File: src/rtl/merge_pkg.sv
package merge_pkg;
  typedef enum logic [1:0] {
    ST_IDLE  = 2'd0,
    ST_PRIME = 2'd1,
    ST_RUN   = 2'd2
  } merge_state_e;
endpackage

File: src/rtl/merge_src.sv
// Per-source read pointer. raddr_o is the index the head will hold next cycle.
module merge_src #(
  parameter int LW = 9,
  parameter int AW = 8
) (
  input  logic          clk_i,
  input  logic          rst_ni,
  input  logic          clear_i,
  input  logic          take_i,
  input  logic [LW-1:0] len_i,
  output logic          valid_o,
  output logic [AW-1:0] raddr_o
);
  logic [LW-1:0] idx_q, idx_d;

  always_comb begin
    if (clear_i)     idx_d = '0;
    else if (take_i) idx_d = idx_q + 1'b1;
    else             idx_d = idx_q;
  end

  always_ff @(posedge clk_i or negedge rst_ni) begin
    if (!rst_ni) idx_q <= '0;
    else         idx_q <= idx_d;
  end

  assign valid_o = (idx_q < len_i);
  assign raddr_o = idx_d[AW-1:0];
endmodule

File: src/rtl/merge_pick.sv
// Head compare; ties favour source A.
module merge_pick #(
  parameter int DW = 16
) (
  input  logic          run_i,
  input  logic          a_valid_i,
  input  logic          b_valid_i,
  input  logic [DW-1:0] a_head_i,
  input  logic [DW-1:0] b_head_i,
  output logic          take_a_o,
  output logic          take_b_o,
  output logic          we_o,
  output logic [DW-1:0] wdata_o
);
  logic pick_a;

  assign pick_a   = a_valid_i && (!b_valid_i || (a_head_i <= b_head_i));
  assign take_a_o = run_i && pick_a;
  assign take_b_o = run_i && b_valid_i && !pick_a;
  assign we_o     = take_a_o || take_b_o;
  assign wdata_o  = pick_a ? a_head_i : b_head_i;
endmodule

File: src/rtl/merge_sink.sv
// Destination index counter and done pulse.
module merge_sink #(
  parameter int TW  = 10,
  parameter int OAW = 9
) (
  input  logic           clk_i,
  input  logic           rst_ni,
  input  logic           clear_i,
  input  logic           we_i,
  input  logic           empty_i,
  input  logic [TW-1:0]  total_i,
  output logic [OAW-1:0] waddr_o,
  output logic           last_o,
  output logic           done_o
);
  logic [TW-1:0] cnt_q;

  assign last_o  = we_i && ((cnt_q + 1'b1) == total_i);
  assign waddr_o = cnt_q[OAW-1:0];

  always_ff @(posedge clk_i or negedge rst_ni) begin
    if (!rst_ni) begin
      cnt_q  <= '0;
      done_o <= 1'b0;
    end else begin
      if (clear_i)   cnt_q <= '0;
      else if (we_i) cnt_q <= cnt_q + 1'b1;
      done_o <= last_o || empty_i;
    end
  end
endmodule

File: src/rtl/merge_engine.sv
module merge_engine
  import merge_pkg::*;
#(
  parameter int MAX_LEN = 256,
  parameter int DW      = 16,
  localparam int LW     = $clog2(MAX_LEN + 1),
  localparam int AW     = $clog2(MAX_LEN),
  localparam int OAW    = $clog2(2 * MAX_LEN),
  localparam int TW     = OAW + 1
) (
  input  logic           clk_i,
  input  logic           rst_ni,
  input  logic           start_i,
  input  logic [LW-1:0]  len_a_i,
  input  logic [LW-1:0]  len_b_i,
  output logic [AW-1:0]  a_raddr_o,
  input  logic [DW-1:0]  a_rdata_i,
  output logic [AW-1:0]  b_raddr_o,
  input  logic [DW-1:0]  b_rdata_i,
  output logic           out_we_o,
  output logic [OAW-1:0] out_waddr_o,
  output logic [DW-1:0]  out_wdata_o,
  output logic           done_o
);
  merge_state_e  state_q, state_d;
  logic [LW-1:0] len_q [2];
  logic [TW-1:0] total;
  logic          clear, run, empty, last;
  logic          valid [2];
  logic          take  [2];
  logic [AW-1:0] raddr [2];

  assign clear = (state_q == ST_IDLE) && start_i;
  assign run   = (state_q == ST_RUN);
  assign total = TW'(len_q[0]) + TW'(len_q[1]);
  assign empty = (state_q == ST_PRIME) && (total == '0);

  always_comb begin
    state_d = state_q;
    unique case (state_q)
      ST_IDLE:  if (start_i) state_d = ST_PRIME;
      ST_PRIME: state_d = empty ? ST_IDLE : ST_RUN;
      ST_RUN:   if (last) state_d = ST_IDLE;
      default:  state_d = ST_IDLE;
    endcase
  end

  always_ff @(posedge clk_i or negedge rst_ni) begin
    if (!rst_ni) begin
      state_q  <= ST_IDLE;
      len_q[0] <= '0;
      len_q[1] <= '0;
    end else begin
      state_q <= state_d;
      if (clear) begin
        len_q[0] <= len_a_i;
        len_q[1] <= len_b_i;
      end
    end
  end

  for (genvar g = 0; g < 2; g++) begin : g_src
    merge_src #(.LW(LW), .AW(AW)) u_src (
      .clk_i   (clk_i),
      .rst_ni  (rst_ni),
      .clear_i (clear),
      .take_i  (take[g]),
      .len_i   (len_q[g]),
      .valid_o (valid[g]),
      .raddr_o (raddr[g])
    );
  end

  assign a_raddr_o = raddr[0];
  assign b_raddr_o = raddr[1];

  merge_pick #(.DW(DW)) u_pick (
    .run_i     (run),
    .a_valid_i (valid[0]),
    .b_valid_i (valid[1]),
    .a_head_i  (a_rdata_i),
    .b_head_i  (b_rdata_i),
    .take_a_o  (take[0]),
    .take_b_o  (take[1]),
    .we_o      (out_we_o),
    .wdata_o   (out_wdata_o)
  );

  merge_sink #(.TW(TW), .OAW(OAW)) u_sink (
    .clk_i   (clk_i),
    .rst_ni  (rst_ni),
    .clear_i (clear),
    .we_i    (out_we_o),
    .empty_i (empty),
    .total_i (total),
    .waddr_o (out_waddr_o),
    .last_o  (last),
    .done_o  (done_o)
  );
endmodule

File: config.mk
export PLATFORM = sky130hd
export DESIGN_NAME = merge_engine
export DESIGN_NICKNAME = d
export VERILOG_FILES = /design/src/rtl/merge_pkg.sv /design/src/rtl/merge_src.sv /design/src/rtl/merge_pick.sv /design/src/rtl/merge_sink.sv /design/src/rtl/merge_engine.sv
export SDC_FILE = /design/constraint.sdc
export NUM_CORES = 1
export LEC_CHECK = 0
export ABC_AREA = 0
export BUFFER_PORTS_ARGS = -buffer_cell sky130_fd_sc_hd__buf_2
export CORE_ASPECT_RATIO = 0.9
export CORE_UTILIZATION = 35
export DETAILED_ROUTE_END_ITERATION = 8
export GPL_ROUTABILITY_DRIVEN = 0
export PLACE_DENSITY_LB_ADDON = 0.1
export SLEW_MARGIN = 20
export SYNTH_ARGS = -nofsm -noshare
export SYNTH_HDL_FRONTEND = slang
export SYNTH_HIERARCHICAL = 1
export SYNTH_SLANG_ARGS = --single-unit
export TNS_END_PERCENT = 100
File: constraint.sdc
create_clock -name clk_i -period 3.4 [get_ports clk_i]
set_input_delay 0.34 -clock clk_i [delete_from_list [all_inputs] [get_ports clk_i]]
set_output_delay 0.34 -clock clk_i [all_outputs]
set_load 0.02 [all_outputs]
Word-level counts from Yosys, hierarchy flattened
Index checks and enable logic that the tools add are counted.
{ "op_classes": {"eq_ne": 5, "multipliers": 0, "order_cmp": 3, "n_div": 0, "n_bitwise": 0, "reduce_logical": 18, "addsub": 4, "shift": 0, "muxes": 11} }
{ "op_table": {"columns": ["op", "count"], "rows": [
  ["$mux W9", 4],
  ["$mux W10", 2],
  ["$add A9 B1 Y9 const B", 2],
  ["$lt A9 B9 Y1", 2],
  ["$le A16 B16 Y1", 1],
  ["$mux W16", 1],
  ["$add A10 B1 Y10 const B", 1],
  ["$add A9 B9 Y10", 1],
  ["$eq A10 B10 Y1", 1],
  ["$logic_not A10 Y1", 1],
  ["$logic_and A1 B1 Y1", 7],
  ["$mux W2", 3],
  ["$pmux W2 S3", 1],
  ["$reduce_bool A2 Y1", 3],
  ["$logic_or A1 B1 Y1", 3],
  ["$eq A2 B1 Y1 const B", 1],
  ["$eq A2 B2 Y1 const B", 1],
  ["$logic_not A1 Y1", 2],
  ["$logic_not A2 Y1", 1],
  ["$ne A2 B1 Y1 const B", 1],
  ["$ne A2 B2 Y1 const B", 1],
  ["$reduce_and A2 Y1", 1]
]} }
{ "word_totals": {"mem_count": 0, "ram_bits": 0, "latch_bits": 0, "wordCells": 50, "rom_bits": 0, "in_bits": 53, "ff_bits": 49, "output_inout_bits": 43} }

Logic depth before layout (Yosys ltp)
{ "depth": {"word_depth": 10, "mapped_depth": 15, "ltp_nobuf": 15} }

Modules after synthesis
The synthesis kept the hierarchy.
{ "modules_own_cells": {"columns": ["module", "cells_each", "area_per_inst_um2", "seq_area_each_um2", "n_inst"], "rows": [
  ["merge_src", 79, 685.7, 225.2, 2],
  ["merge_engine", 106, 1204.9, 500.5, 1],
  ["merge_sink", 98, 882.1, 275.3, 1],
  ["merge_pick", 78, 685.7, 0.0, 1]
]} }

Worst setup path before layout
Ideal clock, no wire load.
{ "synth_path": {"path_type": "flip-flop to output port", "start": "register g_src[0].u_src.idx_q[4]", "end": "output a_raddr_o[5]", "t_arrival_ns": 3.066, "path_slack_ns": -0.006, "t_required_ns": 3.060, "path_stages_with_launch": 15, "cell_sequence": "dfrtp_1 ha_1 a211oi_1 o21ai_0 a21oi_1 o2111ai_1 a311oi_1 a31oi_4 buf_12 nor2b_1 buf_2 nand3_1 or3_1 a21oi_1 buf_4"} }
{ "synth_rtl": {"columns": ["item", "line", "text"], "rows": [
  ["start: declaration", "merge_src.sv:14", "logic [LW-1:0] idx_q, idx_d;"],
  ["start signal: assignment", "merge_src.sv:24", "else idx_q <= idx_d;"],
  ["end: declaration", "merge_engine.sv:16", "output logic [AW-1:0] a_raddr_o,"]
]} }

==> metrics.yaml <==
syn_to_final_growth_pct: 25.9
grt_max_degree: 37
max_cap_viol_count: 0
grtUsageTotal_pct: 17.0
dieArea_um2: 12300
synth_edf_count: 0
cp.required_ns: 3.06
io_buffer_count: 95
clock_latency_ns: 0.30
crit_start: "g_src[0].u_src/idx_q[4]"
setup_viol: 5
cp.arrival_ns: 3.13
synth_flop_cell: "dfrtp_1"
diodes: 0
cts_tree: "yes"
wl_per_cell_um: 14.6
fin_ws_ns: -0.0742
crit_path_end: "a_raddr_o[7]"
top_usage_layer: "met2"
clk_pin_slew_worst_paths_ns: 0.07
rrSetupSlack_ns: 0.20
net-switching-power_w: 0.00187
fmax_ghz: 0.288
pin_count: 96
grt_use_met1_pct: 22.9
final_layout_size_suffix_gt1_share_pct: 41.8
avgSynthCellArea_um2: 9.42
ys_warn_count: 6
rsz0062_at_grt: "true"
hold_violations: 0
grt_pass1_vias: 3346
start_kind: "flop"
syn_nets: 538
min_path_type: "in -> async"
pre_cts_slack_ns: -0.117
cts-root-buf: "clkbuf_16"
numCtsBuffers: 5
synthArstFlopShare_pct: 100
num_rows: 37
seqPwrFrac_pct: 22.4
syn-instance-count: 440
nets: 645
r2r_end: "state_q[1]"
netlist_area_um2: 4140
end_kind: "primary output"
cpPeakStageDelay_ns: 0.42
r2r_cells: 15
drc: 0
slew_headroom_pct: 40.9
start_util_pct: 36.1
use_met3_pct: 3.05
core_um2: 11500
p_sw_share_pct: 44.7
ant_nets: 0
yosysSeqAreaShare_pct: 29.6
combPwrFrac_pct: 65.0
fin_crit_sh_pct: 102
ys_ff_latch: 49
period_needed_ns: 3.47
grt_pass1_wl_mm: 16.2
drt_iter0_drc: 129
cts.path.max_buffers: 2
tightest_slew_ns: 0.886
overflow: 0
first_pass_iters: 4
postCtsHoldBufs: 0
antenna_found_initial: 0
cts-htree-levels: 2
final_core_util_pct: 45.4
via_per_inst: 4.92
dpl.hpwl_mm: 7.78
fin_skew_ns: 0.00934
critPathSlowestCell: "dfrtp_1"
via_count: 3465
rr_startpoint: "len_q[9]"
grt_use_met2_pct: 27.7
p_leak_nw: 2.58
failed_checks: "negative setup slack"
path_max_fanout: 5
crit_type: "reg -> out"
wl_mm: 10.3
irDropWorstVdd_mv: 0.302
outcome: "finished, violations left"
die_h_um: 105
internal-power_w: 0.00232
die_x_um: 117
yosysUniqueCellTypes: 63
powerDensity_nw_per_um2: 803
power_frac_clock_pct: 12.6
crit_chain: "ha_4 -> a211oi_2 -> o21ai_1 -> a21oi_2 -> o2111ai_2 -> a311oi_2 -> a31oi_4 -> nor2b_1 -> buf_4 -> nand4_1 -> or3_4 -> a21oi_4 -> buf_6"
slew_violations: 0
cts.sinks: 49
[critical path, delay by kind of cell (launching register included)]
kind,cells,cell delay [ns]
compound gates,7,1.21
simple gates,3,0.66
flops,1,0.42
buf+inv,2,0.29
fa+ha+maj,1,0.25
[cells by family after synthesis]
group | after synthesis | synth area share (%)
and+or+nand+nor | 111 | 15.0
buffers and inverters | 85 | 11.2
AOI/OAI and AO/OA | 79 | 12.4
DFF | 49 | 29.6
adders and majority gates | 45 | 13.8
muxes | 37 | 10.7
xor gates and xnor gates | 34 | 7.37
[layer usage]
| layer | share of wire [%] | up-vias | wire (µm) |
|---|---|---|---|
| met5 | 0 | - | 0 |
| li1 | - | 1746 | - |
| met1 | 49 | 1640 | 5020 |
| met4 | 1.1 | 0 | 112 |
| met3 | 3.6 | 9 | 371 |
| met2 | 46 | 70 | 4770 |
[flip-flops by register name, summed over array words and instances, names as in the netlist]
name,count
g_src.u_src/idx_q,18
len_q,18
state_q,2
u_sink/cnt_q,10
u_sink/done_o,1
[cell usage after synthesis, drive strengths merged (4+ instances only)]
cell type / instances / area share [%]
mux2i: 4 / 0.97
inv: 48 / 4.3
ha: 44 / 13
nor2b: 4 / 0.60
mux2: 33 / 9.7
nor3b: 5 / 0.91
nand4: 22 / 3.8
buf: 34 / 6.1
nor2: 30 / 2.7
a21oi: 26 / 3.4
o21ai: 27 / 3.3
xnor2: 14 / 3.1
nand2: 19 / 1.9
xor2: 20 / 4.2
nand3: 5 / 0.60
or3: 9 / 1.4
and4: 5 / 1.2
o211ai: 4 / 0.85
dfrtp: 49 / 30
[placed cells by master, fill, tap and decap left out, types with 10 or more instances in the layout]
cell type  netlist  layout
nand2_1         18      17
ha_1            44      39
inv_1           48      43
buf_2            4      82
o21ai_0         25      17
dfrtp_1         49      48
xnor2_1         13      13
nand4_1         19      19
xor2_1          20      20
o21ai_1          2      10
mux2_2          25      25
a21oi_1         25      14
buf_4           26      51
a21oi_2          0      10
nor2_1          30      28
[worst min-delay path by stage]
stage / slack (ns) / start / cells past startpoint / end
floorplan: 0.04 / rst_ni / 0 / g_src[0].u_src/idx_q[0]
global placement: 0.52 / rst_ni / 1 / len_q[5]
detailed placement: 0.52 / rst_ni / 1 / len_q[5]
CTS: 0.19 / rst_ni / 1 / len_q[5]
global route: 0.23 / rst_ni / 1 / len_q[5]
finish: 0.16 / rst_ni / 1 / len_q[5]
[per-stage QoR]
stage	total power (W)	setup TNS [ns]	cells	area [µm²]	hold WS, ns
3_3_place_gp	0.00335	-0.166	669	4650	0.517
3_5_place_dp	0.00338	-0.227	669	4650	0.519
6_report	0.00419	-0.126	704	5220	0.163
2_1_floorplan	0.00287	0	440	4150	0.0444
5_1_grt	0.00455	-1.49	704	5220	0.234
4_1_cts	0.00401	-1.18	687	4940	0.191
[power groups by stage]
stage               Clock, W  Combinational (W)  Sequential [W]
floorplan                  0            0.00198        0.000887
global placement           0            0.00240        0.000950
detailed placement         0            0.00242        0.000956
CTS                 0.000554            0.00251        0.000939
global route        0.000578            0.00301        0.000966
finish              0.000528            0.00272        0.000939
[area by class of cell]
type | instances | area, µm²
clock buffers | 6 | 139
clock inverters | 2 | 16.3
fillers | 1178 | 6260
inverters | 48 | 180
multi-input cells | 306 | 2620
flip-flops and latches | 49 | 1230
well taps | 156 | 195
repair buffers | 137 | 838
[timing repair]
item,in CTS,in global routing
buffers inserted,10,17
hold endpoints to repair,0,0
resized for setup,17,44
endpoints found under the setup margin,15,33
pin swaps,12,23
(Power assumes the default switching activity.)
